`src/rtl/i2c_irq_pkg.sv`:
```
package i2c_irq_pkg;
  localparam int DATA_W  = 16;
  localparam int VEC_SRC = 5;
  localparam int VEC_W   = $clog2(VEC_SRC + 1);
  localparam int BB_BIT  = 12;

  localparam logic [DATA_W-1:0] STICKY_MASK = 16'h6F1F;
  localparam logic [DATA_W-1:0] EN_MASK     = 16'h601F;

  typedef enum logic [1:0] {
    ADDR_STAT = 2'd0,
    ADDR_EN   = 2'd1,
    ADDR_VEC  = 2'd2,
    ADDR_RSVD = 2'd3
  } reg_addr_e;
endpackage

```
`src/rtl/i2c_irq_stat.sv`:
```
module i2c_irq_stat #(
  parameter int              W    = 16,
  parameter logic [W-1:0]    MASK = '1
) (
  input  logic         clk_i,
  input  logic         rst_ni,
  input  logic [W-1:0] set_i,
  input  logic [W-1:0] clr_i,
  output logic [W-1:0] stat_o
);
  logic unused_bits;
  assign unused_bits = ^{set_i & ~MASK, clr_i & ~MASK};

  for (genvar b = 0; b < W; b++) begin : g_bit
    if (MASK[b]) begin : g_sticky
      logic q;
      always_ff @(posedge clk_i or negedge rst_ni) begin
        if (!rst_ni)        q <= 1'b0;
        else if (set_i[b])  q <= 1'b1;   // set beats clear
        else if (clr_i[b])  q <= 1'b0;
      end
      assign stat_o[b] = q;
    end else begin : g_tie
      assign stat_o[b] = 1'b0;
    end
  end
endmodule

```
`src/rtl/i2c_irq_vec.sv`:
```
module i2c_irq_vec #(
  parameter int SRC = 5,
  localparam int CW = $clog2(SRC + 1)
) (
  input  logic [SRC-1:0] pend_i,
  output logic [CW-1:0]  code_o,
  output logic [SRC-1:0] sel_o
);
  always_comb begin
    code_o = '0;
    sel_o  = '0;
    for (int i = SRC - 1; i >= 0; i--) begin
      if (pend_i[i]) begin
        code_o = CW'(i + 1);
        sel_o  = SRC'(1) << i;
      end
    end
  end
endmodule

```
`src/rtl/i2c_irq_regif.sv`:
```
module i2c_irq_regif
  import i2c_irq_pkg::*;
#(
  parameter int W   = DATA_W,
  parameter int CW  = VEC_W
) (
  input  logic         clk_i,
  input  logic         rst_ni,
  input  logic [1:0]   addr_i,
  input  logic         wr_i,
  input  logic [W-1:0] wdata_i,
  input  logic [W-1:0] stat_i,
  input  logic         bus_busy_i,
  input  logic [CW-1:0] code_i,
  output logic [W-1:0] en_o,
  output logic [W-1:0] rdata_o
);
  logic [W-1:0] en_q;
  logic [W-1:0] stat_view;

  always_ff @(posedge clk_i or negedge rst_ni) begin
    if (!rst_ni)                        en_q <= '0;
    else if (wr_i && addr_i == ADDR_EN) en_q <= wdata_i & EN_MASK;
  end
  assign en_o = en_q;

  always_comb begin
    stat_view         = stat_i;
    stat_view[BB_BIT] = bus_busy_i;
  end

  always_comb begin
    unique case (addr_i)
      ADDR_STAT: rdata_o = stat_view;
      ADDR_EN:   rdata_o = en_q;
      ADDR_VEC:  rdata_o = {{(W-CW){1'b0}}, code_i};
      default:   rdata_o = '0;
    endcase
  end
endmodule

```
`src/rtl/i2c_irq_ctrl.sv`:
```
module i2c_irq_ctrl
  import i2c_irq_pkg::*;
(
  input  logic              clk_i,
  input  logic              rst_ni,
  input  logic [DATA_W-1:0] ev_i,
  input  logic              bus_busy_i,
  input  logic [1:0]        reg_addr_i,
  input  logic              reg_wr_i,
  input  logic              reg_rd_i,
  input  logic [DATA_W-1:0] reg_wdata_i,
  output logic [DATA_W-1:0] reg_rdata_o,
  output logic              irq_o
);
  logic [DATA_W-1:0]  stat_q;
  logic [DATA_W-1:0]  en_q;
  logic [DATA_W-1:0]  clr;
  logic [VEC_SRC-1:0] vec_sel;
  logic [VEC_W-1:0]   vec_code;
  logic               w1c_hit;
  logic               vrd_hit;

  assign w1c_hit = reg_wr_i && reg_addr_i == ADDR_STAT;
  assign vrd_hit = reg_rd_i && reg_addr_i == ADDR_VEC;

  always_comb begin
    clr = w1c_hit ? reg_wdata_i : '0;
    if (vrd_hit) clr[VEC_SRC-1:0] = clr[VEC_SRC-1:0] | vec_sel;
  end

  i2c_irq_stat #(.W(DATA_W), .MASK(STICKY_MASK)) u_stat (
    .clk_i  (clk_i),
    .rst_ni (rst_ni),
    .set_i  (ev_i),
    .clr_i  (clr),
    .stat_o (stat_q)
  );

  i2c_irq_vec #(.SRC(VEC_SRC)) u_vec (
    .pend_i (stat_q[VEC_SRC-1:0] & en_q[VEC_SRC-1:0]),
    .code_o (vec_code),
    .sel_o  (vec_sel)
  );

  i2c_irq_regif #(.W(DATA_W), .CW(VEC_W)) u_regif (
    .clk_i      (clk_i),
    .rst_ni     (rst_ni),
    .addr_i     (reg_addr_i),
    .wr_i       (reg_wr_i),
    .wdata_i    (reg_wdata_i),
    .stat_i     (stat_q),
    .bus_busy_i (bus_busy_i),
    .code_i     (vec_code),
    .en_o       (en_q),
    .rdata_o    (reg_rdata_o)
  );

  assign irq_o = |(stat_q & en_q);
endmodule

```
`config.mk`:
```
export PLATFORM = sky130hd
export DESIGN_NAME = i2c_irq_ctrl
export DESIGN_NICKNAME = d
export VERILOG_FILES = /design/src/rtl/i2c_irq_pkg.sv /design/src/rtl/i2c_irq_stat.sv /design/src/rtl/i2c_irq_vec.sv /design/src/rtl/i2c_irq_regif.sv /design/src/rtl/i2c_irq_ctrl.sv
export SDC_FILE = /design/constraint.sdc
export NUM_CORES = 1
export LEC_CHECK = 0
export BUFFER_PORTS_ARGS = -buffer_cell sky130_fd_sc_hd__buf_4
export CAP_MARGIN = 20
export CORE_MARGIN = 2
export CORE_UTILIZATION = 35
export DETAILED_ROUTE_END_ITERATION = 6
export PLACE_DENSITY = 0.66
export SLEW_MARGIN = 20
export SYNTH_ARGS = -nofsm -noshare
export SYNTH_HDL_FRONTEND = slang
export SYNTH_SLANG_ARGS = --single-unit
```
`constraint.sdc`:
```
create_clock -name clk_i -period 1.61 [get_ports clk_i]
set_input_delay 0.0805 -clock clk_i [delete_from_list [all_inputs] [get_ports clk_i]]
set_output_delay 0.0805 -clock clk_i [all_outputs]
set_load 0.02 [all_outputs]
```
==> flow_summary.yaml <==
synthesis:
  netlist_area_um2: 991
  synth_xor_area_frac: 0
  synth_mux_area_frac: 0.130
  yosys_register_bits: 18
  synth-compound-area-share: 0.169
  synth.distinct_cells: 28
  avgSynthCellArea_um2: 10.1
  synthAdderAreaFrac: 0
  synth_warnings: 0
  seq_area_frac_synth: 0.455
  synth-simple-area-share: 0.192
  syn-instance-count: 98
  synth_top_family_by_area: "simple AND/OR/NAND/NOR gates"
routing:
  wl_um: 2580
  drc: 0
  drtIter0Drc: 24
  detail-route-antenna-nets: 0
  vias: 972
  wire_per_inst_um: 13.6
  vias_per_cell: 5.12
  dr.pass1.iters: 4
die:
  die_w_um: 57.2
  start_util: 0.362
  dieArea_um2: 3270
  core_um2: 2730
  die_height_um: 57.2
  io_pins: 56
  std_cell_rows: 19
run_status:
  violations: "negative setup slack"
  status: "complete, but fails checks"
grt:
  gr-total-overflow: 0
  grt_pass1_vias: 1057
  track_usage: 0.177
  grt_max_degree: 19
  grt_pass1_wl_um: 4560
  antenna_found_initial: 0
finish:
  layout.area.seq_um2: 450
  final_common_cell: "buf_4"
  final_cell_mix: "buf_4, dfrtp_1, nand2_1"
  multi_input_area_um2: 508
  nets: 199
  drive_gt1_frac: 0.396
  fill_cells: 254
  insertedDiodeCount: 0
  syn_to_final_growth_pct: 54.2
setup_path:
  crit_required_ps: 1530
  start_kind: "flip-flop"
  r2r-start: "u_stat.g_bit[1].g_sticky.q"
  r2r-end: "u_stat.g_bit[4].g_sticky.q"
  crit_type: "flip-flop to primary output"
  worstPathArrival_ps: 1530
  rrSetupSlack_ps: 160
  r2r_cells: 5
  endpoint_kind: "primary output"
  cp_max_fo: 3
place:
  dp_slack_ps: 226
  port_buffers: 41
  gp_congestion: 0.854
  place_hpwl_um: 1800
clock_network:
  clkTransAtPathRegs_ps: 110
  clk_latency_ps: 290
  numCtsBuffers: 3
  root_buffer: "clkbuf_4"
  cts_tree: "yes"
  cts-htree-levels: 1
  ctsLongestPathBuffers: 2
  cts_sinks: 18
min_path:
  hold_path_class: "input port to flip-flop"
  hold_path_startpoint: "reg_wdata_i[1]"
  worstHoldPathCells: 2
  hold_end: "u_regif.en_o[1]"
run:
  drv_cap: 0
sta:
  fmax_mhz: 620
  fin_ws_ps: -3.53
  slew_violations: 0
  clock_skew_ps: 1.18
  finalHoldViolCount: 0
  rsz0062_at_grt: "yes"
  setup_violations: 1
  hold_ws_ps: 19.8
  fin_crit_sh: 1.00
  period_minus_slack_ps: 1610
pwr:
  p_leak_nw: 0.690
  powerDensity_nw_per_um2: 801
  vdd_drop_max_mv: 0.507
[worst max path at each step]
stage / from / to / slack [ps] / depth (start not counted)
6_report: u_stat.g_bit[1].g_sticky.q / reg_rdata_o[2] / -4 / 5
4_1_cts: u_regif.en_o[1] / reg_rdata_o[2] / 5 / 5
3_3_place_gp: u_regif.en_o[1] / u_stat.g_bit[4].g_sticky.q / 240 / 4
2_1_floorplan: u_regif.en_o[1] / u_stat.g_bit[4].g_sticky.q / 250 / 3
5_1_grt: u_stat.g_bit[1].g_sticky.q / reg_rdata_o[2] / -80 / 5
3_5_place_dp: u_regif.en_o[1] / u_stat.g_bit[4].g_sticky.q / 230 / 4
[timing repair]
| item | CTS | global route |
|---|---|---|
| setup buffers | 4 | 0 |
| endpoints found under the setup margin | 1 | 3 |
| resized for setup | 0 | 2 |
| hold buffers | 12 | 1 |
| endpoints found under the hold margin | 29 | 1 |
| pin swaps | 0 | 1 |
[registers in the layout (all words and copies together), names as in the netlist]
name                     flops
u_regif.en_o                 7
u_stat.g_bit.g_sticky.q     11
[metal layers]
| layer | track usage | routed length [um] |
|---|---|---|
| met1 | 0.213 | 1080 |
| met5 | 0 | 0 |
| met2 | 0.314 | 1310 |
| met4 | 0.0631 | 44 |
| met3 | 0.0340 | 144 |
[cells in the mapped netlist]
| cell type | instances | area [um2] |
|---|---|---|
| a21o_1 | 7 | 52.6 |
| a221oi_1 | 1 | 8.76 |
| a222oi_1 | 1 | 10.0 |
| a22o_1 | 1 | 8.76 |
| a22oi_1 | 2 | 15.0 |
| a31o_1 | 2 | 17.5 |
| a31o_2 | 2 | 17.5 |
| a32o_1 | 1 | 10.0 |
| a32oi_1 | 2 | 17.5 |
| and2_1 | 5 | 31.3 |
| and2b_1 | 1 | 7.51 |
| and3b_1 | 1 | 8.76 |
| buf_2 | 1 | 5.00 |
| buf_4 | 5 | 37.5 |
| clkbuf_1 | 1 | 3.75 |
| conb_1 | 1 | 3.75 |
| dfrtp_1 | 18 | 450 |
| inv_1 | 1 | 3.75 |
| mux2_2 | 7 | 78.8 |
| mux2i_1 | 5 | 50.1 |
| nand2_1 | 17 | 63.8 |
| nand2b_1 | 1 | 6.26 |
| nand3_1 | 4 | 20.0 |
| nand4_1 | 2 | 12.5 |
| nand4b_1 | 1 | 8.76 |
| nor2_1 | 5 | 18.8 |
| nor3b_2 | 1 | 12.5 |
| o21ai_0 | 2 | 10.0 |
[final cells by class]
type	instances	share of cell area
clock buffers	4	0.0238
inverters	1	0.00246
multi-input cells	75	0.333
flip-flops and latches	18	0.295
well taps	31	0.0254
repair buffers	61	0.321
[kinds of logic (layout without fill, tap and decap cells)]
group | after synthesis | in the layout
buffers and inverters | 8 | 66
other | 1 | 4
AND/OR/NAND/NOR | 38 | 38
AO/OA/AOI/OAI | 21 | 21
multiplexers | 12 | 12
flip-flops | 18 | 18
[where the power goes]
part | switching [mW] | internal, mW
registers | 0.0432 | 0.497
logic | 0.181 | 0.218
clock network | 0.146 | 0.138
[critical path: stages (launching register included)]
cell	delay, ps
dfrtp_1	410
a222oi_1	340
buf_4	180
nand4_1	90
nand2_1	80
buf_4	140
[metrics by stage]
stage	utilization	TNS [ps]	cells	instance area [um2]	power [mW]
final	0.559	-3.53	190	1530	1.22
after global routing	0.559	-84.0	190	1530	1.31
after CTS	0.553	0	189	1510	1.23
after detailed placement	0.485	0	169	1330	0.900
after global placement	0.485	0	169	1330	0.891
after floorplan	-	0	101	1000	0.743
Power figures use the tool's default switching activity.
